<file path="src/rtl/npc_pkg.sv">
package npc_pkg;

    localparam int XLEN      = 32;
    localparam int OPC_W     = 6;
    localparam int FN_W      = 6;
    localparam int OFS_W     = 16;
    localparam int JFLD_W    = 26;
    localparam int REGIDX_W  = 5;
    localparam int REGION_W  = XLEN - JFLD_W - 2;
    localparam int OFS_EXT_W = XLEN - OFS_W - 2;
    localparam logic [XLEN-1:0] INSN_BYTES = XLEN'(4);

    localparam logic [OPC_W-1:0] OPC_SPECIAL = 6'd0;
    localparam logic [OPC_W-1:0] OPC_JABS    = 6'd2;
    localparam logic [OPC_W-1:0] OPC_JCALL   = 6'd3;
    localparam logic [OPC_W-1:0] OPC_BR_EQ   = 6'd4;
    localparam logic [OPC_W-1:0] OPC_BR_NE   = 6'd5;
    localparam logic [FN_W-1:0]  FN_JREG     = 6'd8;

    typedef enum logic [2:0] {
        XF_SEQ,
        XF_BR_EQ,
        XF_BR_NE,
        XF_JABS,
        XF_JCALL,
        XF_JREG
    } xfer_e;

    typedef struct packed {
        logic [OPC_W-1:0]  opcode;
        logic [FN_W-1:0]   funct;
        logic [OFS_W-1:0]  offset;
        logic [JFLD_W-1:0] jfield;
    } insn_fields_t;

    typedef struct packed {
        logic [XLEN-1:0] seq;
        logic [XLEN-1:0] branch;
        logic [XLEN-1:0] jump;
    } targets_t;

    function automatic insn_fields_t split_word(input logic [XLEN-1:0] w);
        insn_fields_t f;
        f.opcode = w[XLEN-1 -: OPC_W];
        f.funct  = w[FN_W-1:0];
        f.offset = w[OFS_W-1:0];
        f.jfield = w[JFLD_W-1:0];
        return f;
    endfunction

    function automatic xfer_e classify(input logic [OPC_W-1:0] op,
                                       input logic [FN_W-1:0]  fn);
        xfer_e k;
        unique case (op)
            OPC_BR_EQ:   k = XF_BR_EQ;
            OPC_BR_NE:   k = XF_BR_NE;
            OPC_JABS:    k = XF_JABS;
            OPC_JCALL:   k = XF_JCALL;
            OPC_SPECIAL: k = (fn == FN_JREG) ? XF_JREG : XF_SEQ;
            default:     k = XF_SEQ;
        endcase
        return k;
    endfunction

    function automatic logic [XLEN-1:0] scale_offset(input logic [OFS_W-1:0] o);
        return {{OFS_EXT_W{o[OFS_W-1]}}, o, 2'b00};
    endfunction

endpackage

</file>
<file path="src/rtl/npc_decode.sv">
module npc_decode
    import npc_pkg::*;
(
    input  logic [XLEN-1:0]   instr_word,
    output logic [OFS_W-1:0]  offset,
    output logic [JFLD_W-1:0] jfield,
    output xfer_e             kind
);
    insn_fields_t f;

    always_comb begin
        f      = split_word(instr_word);
        kind   = classify(f.opcode, f.funct);
        offset = f.offset;
        jfield = f.jfield;
    end
endmodule

</file>
<file path="src/rtl/npc_targets.sv">
module npc_targets
    import npc_pkg::*;
(
    input  logic [XLEN-1:0]   pc,
    input  logic [OFS_W-1:0]  offset,
    input  logic [JFLD_W-1:0] jfield,
    output targets_t          tgt
);
    always_comb begin
        tgt.seq    = pc + INSN_BYTES;
        tgt.branch = tgt.seq + scale_offset(offset);
        tgt.jump   = {pc[XLEN-1 -: REGION_W], jfield, 2'b00};
    end
endmodule

</file>
<file path="src/rtl/npc_select.sv">
module npc_select
    import npc_pkg::*;
(
    input  xfer_e           kind,
    input  targets_t        tgt,
    input  logic [XLEN-1:0] rs_value,
    input  logic [XLEN-1:0] rt_value,
    output logic [XLEN-1:0] next_pc,
    output logic            link_we
);
    logic same;

    always_comb begin
        same    = (rs_value == rt_value);
        next_pc = tgt.seq;
        link_we = 1'b0;
        unique case (kind)
            XF_BR_EQ: if (same)  next_pc = tgt.branch;
            XF_BR_NE: if (!same) next_pc = tgt.branch;
            XF_JABS:  next_pc = tgt.jump;
            XF_JCALL: begin
                next_pc = tgt.jump;
                link_we = 1'b1;
            end
            XF_JREG:  next_pc = rs_value;
            default:  next_pc = tgt.seq;
        endcase
    end
endmodule

</file>
<file path="src/rtl/npc_unit.sv">
module npc_unit
    import npc_pkg::*;
#(
    parameter logic [XLEN-1:0]     RESET_VEC = '0,
    parameter logic [REGIDX_W-1:0] LINK_IDX  = 5'd31
)(
    input  logic                clk,
    input  logic                rst,
    input  logic                step_en,
    input  logic [XLEN-1:0]     instr_word,
    input  logic [XLEN-1:0]     rs_value,
    input  logic [XLEN-1:0]     rt_value,
    output logic [XLEN-1:0]     pc,
    output logic [XLEN-1:0]     next_pc,
    output logic                link_we,
    output logic [REGIDX_W-1:0] link_dst,
    output logic [XLEN-1:0]     link_val
);
    logic [OFS_W-1:0]  offset;
    logic [JFLD_W-1:0] jfield;
    xfer_e             kind;
    targets_t          tgt;

    npc_decode u_dec (
        .instr_word (instr_word),
        .offset     (offset),
        .jfield     (jfield),
        .kind       (kind)
    );

    npc_targets u_tgt (
        .pc     (pc),
        .offset (offset),
        .jfield (jfield),
        .tgt    (tgt)
    );

    npc_select u_sel (
        .kind     (kind),
        .tgt      (tgt),
        .rs_value (rs_value),
        .rt_value (rt_value),
        .next_pc  (next_pc),
        .link_we  (link_we)
    );

    assign link_dst = LINK_IDX;
    assign link_val = tgt.seq;

    always_ff @(posedge clk) begin
        if (rst)          pc <= RESET_VEC;
        else if (step_en) pc <= next_pc;
    end
endmodule

</file>
<file path="config.mk">
export PLATFORM = sky130hd
export DESIGN_NAME = npc_unit
export DESIGN_NICKNAME = d
export VERILOG_FILES = /design/src/rtl/npc_pkg.sv /design/src/rtl/npc_decode.sv /design/src/rtl/npc_targets.sv /design/src/rtl/npc_select.sv /design/src/rtl/npc_unit.sv
export SDC_FILE = /design/constraint.sdc
export NUM_CORES = 1
export LEC_CHECK = 0
export CAP_MARGIN = 20
export CORE_UTILIZATION = 39
export CTS_CLUSTER_SIZE = 16
export DETAILED_ROUTE_END_ITERATION = 12
export PLACE_DENSITY = 0.79
export SKIP_LAST_GASP = 1
export SYNTH_ARGS = -nofsm -noshare
export SYNTH_HDL_FRONTEND = slang
export SYNTH_SLANG_ARGS = --single-unit
</file>
<file path="constraint.sdc">
create_clock -name clk -period 5.4 [get_ports clk]
set_clock_uncertainty 0.05 [all_clocks]
set_input_delay 1.62 -clock clk [delete_from_list [all_inputs] [get_ports clk]]
set_output_delay 1.62 -clock clk [all_outputs]
set_load 0.01 [all_outputs]
</file>
Yosys cells after proc, flatten, opt, wreduce, memory -nomap -nowiden

Index checks and enable logic that the tools add are counted.

Bits in registers: 32
Bits of input ports: 99
Output and inout bits: 102

Reduce and logical (&&, ||, !) cells: 2
Eq/ne operators: 11
Muxes and demuxes: 6
Add/sub/neg operators: 2

Operators by type and width:

| cell                                                | count |
|---|---|
| one-hot mux 32 bit (4 select lines)                 | 1 |
| 2-to-1 mux 32 bit                                   | 2 |
| adder 32 x 3 -> 32 bit, second input constant       | 1 |
| adder 32 bit                                        | 1 |
| equality test 32 bit                                | 1 |
| one-hot mux 3 bit (5 select lines)                  | 1 |
| equality test 6 x 2 -> 1 bit, second input constant | 2 |
| equality test 6 x 3 -> 1 bit, second input constant | 2 |
| equality test 3 x 2 -> 1 bit, second input constant | 2 |
| equality test 3 bit, second input constant          | 2 |
| equality test 6 x 4 -> 1 bit, second input constant | 1 |
| zero test 6 bit                                     | 1 |
| equality test 3 x 1 -> 1 bit, second input constant | 1 |
| 2-to-1 mux 3 bit                                    | 1 |
| OR reduction 2 bit                                  | 1 |
| 2-to-1 mux 1 bit                                    | 1 |

Depth between registers and ports, before layout

Gate-level depths: netlist (run 1).

Depth in word-level cells: 6
Depth in mapped cells: 15
Gate-level depth less buffers: 14

Hierarchy

A second synthesis (run 1) with hierarchy kept.

Cell total of the unflattened synthesis: 780
Area total of the unflattened synthesis: 6005.8 um^2

Modules (own cells, without submodules):

| module      | area an instance (um^2) | cells an instance | seq. area each (um^2) | instances |
|---|---|---|---|---|
| npc_targets | 2391.0                  | 334               | 0.0                   | 1 |
| npc_select  | 2006.9                  | 284               | 0.0                   | 1 |
| npc_unit    | 1204.9                  | 109               | 640.6                 | 1 |
| npc_decode  | 402.9                   | 53                | 0.0                   | 1 |

Worst setup path before layout (run 1)

No wires, ideal clock.

Path kind: in2out
From: input port instr_word[0]
To: output port next_pc[24]
Arrival time: 3.772 ns
Stages: 10
Required time: 3.730 ns
Path slack: -0.042 ns
Cells stage by stage: ha_1 -> inv_1 -> fa_1 -> nor2b_1 -> o2111ai_1 -> a2111o_1 -> a32oi_1 -> a21oi_1 -> xnor2_1 -> a221o_1

Longest elaborated chain between the ends: 6
Elaborated cells on any way between the ends: 13
Those cells by class: add/sub (1); eq/ne (6); mux (5); reduce/logical (1)

Ends and longest elaborated chain:

| item                                                                 | line             | source |
|---|---|---|
| from (decl)                                                          | npc_unit.sv:10   | `input logic [XLEN-1:0] instr_word,` |
| parallel branches: the longest is 5 deep, another holds adder 32 bit | -                |  |
| one-hot mux 32 bit (4 select lines) *                                | npc_select.sv:17 | `unique case (kind)` |
| to (decl)                                                            | npc_unit.sv:14   | `output logic [XLEN-1:0] next_pc,` |

Mark *: on every way between the ends.

Worst setup path after layout (run 1)

From: input port instr_word[1]
To: register pc[27]

Longest elaborated chain between the ends: 6
Elaborated cells on any way between the ends: 13
Those cells by class: add/sub (1); eq/ne (6); mux (5); reduce/logical (1)

Ends and longest elaborated chain:

| item                                                                 | line             | source |
|---|---|---|
| parallel branches: the longest is 5 deep, another holds adder 32 bit | -                |  |
| one-hot mux 32 bit (4 select lines) *                                | npc_select.sv:17 |  |
| to (signal assigned)                                                 | npc_unit.sv:52   | `else if (step_en) pc <= next_pc;` |
| to (decl)                                                            | npc_unit.sv:13   | `output logic [XLEN-1:0] pc,` |

Marked as above.
A chain may end at the register's enable or synchronous reset.

==> run_results.csv, run 1 <==
group,metric,value,unit
yosys,async_reset_ff_share,0,%
worst_setup_path,cp-start-kind,"input port",
routing,drc,0,
sta,setup_ws,-0.816,ns
sta,holdWs,0.556,ns
yosys,synth_edf_count,0,
clock_tree,cts_tree,"yes",
pwr,switching_share,39.7,%
yosys,syn-cell-area,4510,sq um
run,drv_cap,0,
yosys,synth_compound_area_share,28.8,%
cells_and_area,nNetsFinal,1232,
cells_and_area,final_cell_mix,"buf_4 (292), clkdlybuf4s50_1 (84), nor2_1 (66), nand2_1 (59), buf_2 (56)",
cells_and_area,final_common_cell,"buf_4",
clock_tree,cts_root_buf,"clkbuf_16",
clock_tree,insertion_delay,0.29,ns
die,rows,38,
hold_path,holdPathStages,2,
cells_and_area,regMostFlops,"pc",
hold_path,hold_class,"flop to flop",
die,pin_count,201,
routing,vias,8152,
routing,drt_iter0_markers,1200,
sta,fin_crit,6.22,ns
status,status,"finished, violations left",
die,start_util,40.9,%
worst_setup_path,worstPathRequired,5.56,ns
yosys,synthTopCellsByArea,"dfxtp_1 (14%), xnor2_1 (12%), ha_1 (9.7%), nor2_1 (6.3%), nand2_1 (5.6%)",
pwr,finalPower,1.51,mW
worst_setup_path,cp_common_cell,"buf_4",
global_route,grt_pass1_wl,39000,microns
sta,drv_slew,0,
yosys,synth_top_family_by_area,"compound AO/OA/AOI/OAI gates",
placed_design,gp_congestion,1.01,
clock_tree,clock_sinks,32,
yosys,yosys-mux-area-fraction,0.916,%
worst_setup_path,worstSetupPathType,"input port to flop",
sta,final_hold_viol_count,0,
sta,setup_viol,32,
yosys,yosys.area.top_type,"dfxtp_1",
yosys,ys.flop_type,"dfxtp_1",
pwr,p_int,0.912,mW
clock_tree,h-tree-depth,2,
routing,firstDrtPassIters,7,
sta,relSlewSlack,26.4,%
cells_and_area,stdcell_area,9800,sq um
cells_and_area,top_regs,"pc (32)",
yosys,synth_xor_area_share,16.8,%
global_route,grt_usage,43.1,%
pwr,peakVddDrop,0.124,mV
die,die_h,110,microns
worst_setup_path,crit_path_end,"pc[27]",
routing,drt_wl_total,32400,microns
sta,rsz0062_at_grt,"true",
pwr,p_leak,4.58,nW
clock_tree,hold_buffers,0,
die,core,11000,sq um
routing,antenna_left,0,
die,die_w,110,microns
yosys,yosys_warnings,0,
worst_setup_path,cpPeakStageDelay,0.39,ns
cells_and_area,syn_to_final_growth,117,%
yosys,syn_avg_cell_area,7.41,sq um
placed_design,dp.cells,1148,
yosys,yosysSeqAreaShare,14.2,%
placed_design,placed_area,8250,sq um
yosys,synth_fa_ha_area_share,10.2,%
worst_setup_path,startpoint,"instr_word[1]",
cells_and_area,n_fill_cell,511,
worst_setup_path,cp-end-kind,"flop",
routing,via_per_inst,6.58,
cells_and_area,seq_area,641,sq um
cells_and_area,n_antenna_cell,0,
cells_and_area,stdcell_count,1238,
placed_design,dp_hpwl,18200,microns
pwr,power_density,154,nW/um^2
sta,setup_tns,-8.22,ns
yosys,synth_cell_type_count,61,
pwr,switchingPower,0.599,mW
global_route,antenna_found_initial,1,
cells_and_area,drive_above_1_share,50.2,%
worst_setup_path,r2r_cells,31,
global_route,grt_start_max_net_pins,46,
clock_tree,numCtsBuffers,5,
pwr,clkPwrFrac,19.7,%
sta,fmax,161,MHz
yosys,post-synth-top-area-fraction,14.2,%
yosys,synth-seq-cells,32,
worst_setup_path,worst-r2r-setup-slack,-0.79,ns
pwr,p_seq_share,17.6,%
status,violations,"negative setup slack",
global_route,grt_pass1_vias,7325,
yosys,yosys.area_share.simple,24.5,%
die,dieArea,12000,sq um
worst_setup_path,cp.arrival,6.38,ns
worst_setup_path,crit_fanout,3,
sta,tightest_slew,1.10,ns
cells_and_area,multiInputGateArea,4690,sq um
placed_design,post-place-ws,-1.23,ns
placed_design,port_buffers,195,
global_route,grt_overflow,0,
pwr,p_comb_share,62.7,%
worst_setup_path,r2r_end,"pc[27]",
clock_tree,cts.path.max_buffers,2,
cells_and_area,post-route-util,88.8,%
yosys,syn-instance-count,608,
cells_and_area,largest_reg_flops,32,
routing,post_drt_wl_per_cell,26.2,microns
sta,post-route-period-util,115,%
worst_setup_path,critPathSlowestCell,"nand4_1",
clock_tree,cts.clk_slew.worst_paths,0.05,ns
worst_setup_path,regToRegStartpoint,"pc[2]",
==> timing repair <==
item | 4_1_cts | 5_1_grt
buffers inserted | 70 | 24
endpoints found under the hold margin | 0 | 0
resized for setup | 451 | 157
endpoints found under the setup margin | 32 | 34
pin swaps | 77 | 81
==> Yosys cell counts, types with 19 or more instances <==
| master | instances |
|---|---|
| xnor2_1 | 61 |
| nand3_1 | 19 |
| xor2_1 | 20 |
| nand4_1 | 21 |
| o21a_1 | 24 |
| dfxtp_1 | 32 |
| nand2_1 | 67 |
| ha_1 | 35 |
| a22o_1 | 27 |
| nor2_1 | 76 |
| a21oi_1 | 42 |
==> worst max-delay path: cells and delay by family <==
kind / cells / cell delay (ns)
AOI/OAI and AO/OA: 5 / 0.95
and+or+nand+nor: 3 / 0.76
buffers and inverters: 21 / 2.80
adders and majority gates: 1 / 0.22
==> worst min path at each step <==
stage                  end   start  slack, ns
floorplan           pc[22]  pc[22]       0.46
global placement     pc[0]   pc[0]       0.48
detailed placement  pc[30]  pc[30]       0.50
CTS                 pc[30]  pc[30]       0.51
global route        pc[30]  pc[30]       0.58
finish              pc[30]  pc[30]       0.56
==> layout make-up <==
cell class,count,share of cell area [%]
timing repair buffer,510,42.0
clock buffer,8,1.49
multi-input combinational,539,47.9
tap,140,1.79
inverter,9,0.345
sequential,32,6.54
==> routing by layer <==
metal  global-route usage (%)  part of all wire (%)  up-vias
li1                         -                     -     3225
met1                     51.5                    33     3759
met2                     71.0                    43      840
met3                     10.6                    15      326
met4                     23.0                   8.8        2
met5                        0                  0.19        -
==> power by group through the flow <==
stage / Clock, mW / Combinational [mW] / Sequential (mW)
finish: 0.298 / 0.948 / 0.266
floorplan: 0 / 0.287 / 0.282
global route: 0.305 / 0.989 / 0.268
detailed placement: 0 / 0.719 / 0.268
CTS: 0.293 / 0.787 / 0.263
global placement: 0 / 0.709 / 0.267
==> kinds of logic after synthesis <==
group	Yosys count
AND/OR/NAND/NOR	230
AO/OA/AOI/OAI	180
XOR/XNOR	84
buffers and inverters	41
adder cells (fa/ha/maj)	36
flip-flops	32
multiplexers	4
other	1
Note: power is estimated with default switching activity, not from simulation.
==> run 2: changes to the inputs <==
--- a/config.mk
+++ b/config.mk
@@ -11,6 +11,8 @@
 export DETAILED_ROUTE_END_ITERATION = 12
 export PLACE_DENSITY = 0.79
 export SKIP_LAST_GASP = 1
+export SLEW_MARGIN = 10
 export SYNTH_ARGS = -nofsm -noshare
 export SYNTH_HDL_FRONTEND = slang
 export SYNTH_SLANG_ARGS = --single-unit
+export TNS_END_PERCENT = 30
==> run 2 against run 1 <==
The run still ends with negative setup slack left. Non-clock buffer count decreased by 4. Largest power group unchanged. Highest routed layer is now met4. Worst setup slack improved by 0.18 ns. Sequential power hardly changed.
==> run_results.csv, run 2 (synthesis gave the netlist of run 1 again) <==
group,metric,value,unit
status,status,"finished, violations left",
status,violations,"negative setup slack",
cells_and_area,syn_to_final_growth,113,%
global_route,grt_usage,42.0,%
sta,drv_slew,0,
pwr,power_density,150,nW/um^2
routing,drt_wl_total,28100,microns
global_route,grt_pass1_vias,7175,
sta,setup_viol,34,
clock_tree,cts_tree,"yes",
routing,firstDrtPassIters,9,
cells_and_area,stdcell_area,9620,sq um
worst_setup_path,worstPathRequired,5.56,ns
clock_tree,cts.clk_slew.worst_paths,0.05,ns
global_route,grt_overflow,0,
global_route,grt_start_max_net_pins,46,
worst_setup_path,cp.arrival,6.20,ns
sta,relSlewSlack,45.5,%
worst_setup_path,critPathSlowestCell,"clkdlybuf4s50_1",
die,start_util,40.9,%
routing,antenna_left,0,
routing,vias,7459,
pwr,peakVddDrop,0.108,mV
sta,final_hold_viol_count,0,
cells_and_area,final_cell_mix,"buf_4 (302), clkdlybuf4s50_1 (84), nor2_1 (67), nand2_1 (66), buf_2 (49)",
worst_setup_path,cp_common_cell,"buf_4",
worst_setup_path,cp-start-kind,"input port",
die,dieArea,12000,sq um
worst_setup_path,cpPeakStageDelay,0.71,ns
clock_tree,cts.path.max_buffers,2,
placed_design,placed_area,8250,sq um
worst_setup_path,crit_family,"buffers and inverters",
clock_tree,clock_sinks,32,
die,pin_count,201,
clock_tree,h-tree-depth,2,
sta,tightest_slew,0.812,ns
global_route,antenna_found_initial,0,
worst_setup_path,critical_path_buf_inv_count,22,
clock_tree,numCtsBuffers,5,
sta,post-route-period-util,112,%
routing,drc,0,
die,die_h,110,microns
placed_design,dp.cells,1148,
cells_and_area,n_antenna_cell,0,
pwr,p_leak,4.49,nW
worst_setup_path,cp-end-kind,"flop",
placed_design,gp_congestion,1.01,
routing,post_drt_wl_per_cell,22.8,microns
cells_and_area,stdcell_count,1234,
worst_setup_path,worstSetupPathType,"input port to flop",
cells_and_area,final_common_cell,"buf_4",
cells_and_area,drive_above_1_share,47.2,%
cells_and_area,seq_area,641,sq um
sta,fmax,166,MHz
cells_and_area,n_fill_cell,574,
worst_setup_path,crit_fanout,6,
sta,fin_crit,6.04,ns
cells_and_area,largest_reg_flops,32,
global_route,grt_pass1_wl,38000,microns
worst_setup_path,worst-r2r-setup-slack,-0.34,ns
cells_and_area,top_regs,"pc (32)",
cells_and_area,nNetsFinal,1228,
run,drv_cap,0,
sta,setup_ws,-0.640,ns
die,die_w,110,microns
cells_and_area,regMostFlops,"pc",
hold_path,hold_class,"flop to flop",
cells_and_area,multiInputGateArea,4570,sq um
placed_design,port_buffers,195,
clock_tree,insertion_delay,0.28,ns
placed_design,dp_hpwl,18200,microns
routing,via_per_inst,6.04,
die,rows,38,
sta,rsz0062_at_grt,"true",
die,core,11000,sq um
clock_tree,cts_root_buf,"clkbuf_16",
routing,drt_iter0_markers,782,
==> run 2: cell types whose count changed in the layout (fill, tap and decap cells not counted), sizes merged <==
cell	previous run	this run
dlygate4sd2	6	14
clkdlybuf4s15	12	17
buf	391	376
clkbuf	21	19
==> run 2: final timing paths <==
check,from,endpoint,depth (start not counted)
hold / removal,pc[0],pc[0],2
setup / recovery,instr_word[31],pc[27],27
hold reg to reg,pc[0],pc[0],2
setup reg to reg,pc[3],pc[27],34
==> run 2: worst register-to-register path, delay by kind of cell (launching register included) <==
family	cells	cell delay, ns
AO/OA/AOI/OAI	4	0.83
XOR/XNOR	1	0.20
adder cells (fa/ha/maj)	2	0.52
buffers and inverters	20	2.64
flip-flops	1	0.33
AND/OR/NAND/NOR	7	1.08
==> run 2: cell type report <==
class / instances / area share [%]
multi-input combinational: 539 / 47.5
timing repair buffer: 506 / 42.2
sequential: 32 / 6.66
tap: 140 / 1.82
clock buffer: 8 / 1.52
inverter: 9 / 0.351
==> run 2: metrics by stage <==
stage	hold WS, ns	TNS (ns)	setup slack (ns)	utilization [%]	total power, mW
after floorplan	0.465	0	0.0363	-	0.570
after global placement	0.483	-27.30	-1.19	74.8	0.976
after detailed placement	0.499	-28.75	-1.23	74.8	0.988
after CTS	0.506	-5.35	-0.424	83.0	1.33
after global routing	0.542	-22.48	-0.966	87.2	1.50
final	0.514	-12.61	-0.640	87.2	1.44
==> run 2: power by group <==
part / switching (mW) / internal (mW)
sequential: 0.0135 / 0.252
combinational: 0.425 / 0.461
clock: 0.107 / 0.184
total: 0.546 / 0.897
==> run 2: routing by layer <==
metal / vias to the layer above / part of all wire, % / track usage, %
met5: - / 0 / 0
met4: 0 / 6.5 / 21.0
met3: 173 / 12 / 9.25
met2: 596 / 45 / 71.2
met1: 3469 / 36 / 49.7
li1: 3221 / - / -
==> run 2: repair_timing <==
action                     in CTS  in global routing
resized for setup             395                134
hold buffers                    0                  0
setup endpoints to repair      32                 34
hold endpoints to repair        0                  0
pin swaps                      69                 56
buffers inserted               63                 21
==> run 3: changes to the inputs <==
--- a/config.mk
+++ b/config.mk
@@ -5,11 +5,12 @@
 export SDC_FILE = /design/constraint.sdc
 export NUM_CORES = 1
 export LEC_CHECK = 0
-export CAP_MARGIN = 20
+export CAP_MARGIN = 10
 export CORE_UTILIZATION = 39
 export CTS_CLUSTER_SIZE = 16
 export DETAILED_ROUTE_END_ITERATION = 12
 export PLACE_DENSITY = 0.79
+export SETUP_SLACK_MARGIN = 0.5
 export SKIP_LAST_GASP = 1
 export SLEW_MARGIN = 10
 export SYNTH_ARGS = -nofsm -noshare
==> run 3 against run 2 <==
The flow still finishes with violations (negative setup slack). Largest power group unchanged. Non-clock buffer count shrank 33. Sequential power hardly changed. Combinational power is 2% higher. First-iteration DRC count increased by 21%. Core utilization down 0.44 points. Clock power grew 5%. Critical path type is now input port to output port. Critical path depth is 15 lower. Die area did not move. Final cell count is 2.7% lower. Via count grew 0.54%.
==> run_results.csv, run 3 (synthesis gave the netlist of run 1 again) <==
group,metric,value,unit
status,status,"finished, violations left",
status,violations,"negative setup slack",
global_route,grt_start_max_net_pins,46,
worst_setup_path,cpPeakStageDelay,0.31,ns
routing,drt_iter0_markers,947,
sta,holdWs,0.517,ns
pwr,clkPwrFrac,20.8,%
pwr,switchingPower,0.576,mW
routing,drt_wl_total,28700,microns
worst_setup_path,critical_path_buf_inv_count,4,
worst_setup_path,cp.arrival,4.08,ns
pwr,p_int,0.900,mW
global_route,antenna_found_initial,0,
cells_and_area,drive_above_1_share,48.6,%
global_route,grt_pass1_vias,7299,
cells_and_area,largest_reg_flops,32,
cells_and_area,nNetsFinal,1195,
worst_setup_path,worstPathRequired,3.73,ns
clock_tree,numCtsBuffers,5,
global_route,grt_overflow,0,
clock_tree,insertion_delay,0.30,ns
worst_setup_path,critPathSlowestCell,"nand4_1",
cells_and_area,stdcell_count,1201,
clock_tree,cts_root_buf,"clkbuf_16",
routing,via_per_inst,6.24,
die,core,11000,sq um
die,die_h,110,microns
placed_design,gp_congestion,0.968,
sta,setup_viol,32,
sta,tightest_slew,0.850,ns
clock_tree,cts.path.max_buffers,2,
routing,drc,0,
cells_and_area,final_cell_mix,"buf_4 (259), clkdlybuf4s50_1 (85), nor2_1 (71), nand2_1 (62), buf_2 (56)",
cells_and_area,final_common_cell,"buf_4",
placed_design,dp.cells,1160,
routing,antenna_left,0,
cells_and_area,regMostFlops,"pc",
routing,firstDrtPassIters,6,
worst_setup_path,cp-start-kind,"input port",
hold_path,hold_class,"flop to flop",
clock_tree,h-tree-depth,2,
pwr,p_seq_share,18.1,%
die,start_util,40.9,%
worst_setup_path,crit_fanout,16,
clock_tree,hold_buffers,0,
pwr,power_density,154,nW/um^2
run,drv_cap,0,
sta,fin_crit,5.75,ns
sta,relSlewSlack,43.0,%
clock_tree,cts_tree,"yes",
sta,setup_ws,-0.346,ns
clock_tree,clock_sinks,32,
sta,drv_slew,0,
die,dieArea,12000,sq um
placed_design,port_buffers,195,
die,pin_count,201,
worst_setup_path,worstSetupPathType,"input port to output port",
die,rows,38,
pwr,peakVddDrop,0.117,mV
routing,vias,7499,
worst_setup_path,crit_path_cell_trace,"clkdlybuf4s15_2, xnor2_1, nand4_1, nor4_2, nand2_2, xor2_2, buf_4, nor2_4, buf_12, a21oi_1, nand2_1, dlygate4sd2_1",
sta,rsz0062_at_grt,"true",
cells_and_area,syn_to_final_growth,112,%
pwr,p_leak,4.36,nW
worst_setup_path,cp-end-kind,"output port",
pwr,switching_share,39.0,%
clock_tree,cts.clk_slew.worst_paths,0.07,ns
worst_setup_path,crit_family,"buffers and inverters",
sta,final_hold_viol_count,0,
die,die_w,110,microns
sta,post-route-period-util,106,%
cells_and_area,n_antenna_cell,0,
sta,fmax,174,MHz
global_route,grt_usage,43.8,%
placed_design,dp_hpwl,18900,microns
routing,post_drt_wl_per_cell,23.9,microns
global_route,grt_pass1_wl,39200,microns
cells_and_area,top_regs,"pc (32)",
pwr,p_comb_share,61.2,%
-- run 3: changes by cell type in the layout (fill, tap and decap cells not counted), sizes merged --
cell           delta
buf              -33
clkbuf            -9
clkdlybuf4s15    +10
clkdlybuf4s50     +1
clkinv            +2
dlymetal6s2s      -4
-- run 3: metrics by stage --
| stage | power [mW] | setup TNS [ns] | setup WS [ns] | utilization (%) | cell area, sq um |
|---|---|---|---|---|---|
| finish | 1.48 | -8.15 | -0.346 | 86.7 | 9570 |
| global route | 1.52 | -10.93 | -0.402 | 86.7 | 9570 |
| CTS | 1.38 | -2.91 | -0.254 | 84.2 | 9290 |
| detailed placement | 1.04 | -27.64 | -1.19 | 79.0 | 8720 |
| global placement | 1.03 | -27.15 | -1.14 | 79.0 | 8720 |
| floorplan | 0.594 | 0 | 0.0658 | - | 4820 |
-- run 3: final timing paths --
| kind | cells after the start | from | end | slack (ns) |
|---|---|---|---|---|
| worst max register to register | 17 | pc[7] | pc[30] | 1.54 |
| worst max-delay path | 12 | rs_value[30] | next_pc[2] | -0.35 |
| worst min register to register | 2 | pc[0] | pc[0] | 0.52 |
| worst min-delay path | 2 | pc[0] | pc[0] | 0.52 |
-- run 3: layout make-up --
class / instances / area [sq um]
clock buffer: 6 / 139
clock inverter: 2 / 10.0
tap: 140 / 175
sequential: 32 / 681
timing repair buffer: 473 / 3920
inverter: 9 / 33.8
multi-input combinational: 539 / 4610
fill: 580 / 1460
-- run 3: power by group through the flow --
stage / logic, mW / registers (mW) / clock network [mW]
floorplan: 0.309 / 0.285 / 0
global placement: 0.756 / 0.269 / 0
detailed placement: 0.771 / 0.270 / 0
CTS: 0.816 / 0.265 / 0.299
global route: 0.940 / 0.267 / 0.311
finish: 0.903 / 0.266 / 0.306
-- run 3: layer usage --
metal	share of wire, %	vias to the layer above	global-route usage [%]	wire length (microns)
met5	0	-	0	0
met4	7.5	0	28.5	2160
met3	12	209	12.7	3410
met2	45	632	72.4	12900
met1	36	3517	49.0	10200
li1	-	3141	-	-
-- run 3: tightest hold or removal path: stages (launching register included) --
cell and delay (ns):
dfxtp_1 0.34, mux2i_1 0.13, nor2_1 0.05
-- run 3: timing repair --
action	in CTS	in global routing
setup buffers	20	12
gates resized for setup	440	52
pin swaps	95	42
gates cloned	1	0
setup endpoints to repair	33	33
hold endpoints to repair	0	0
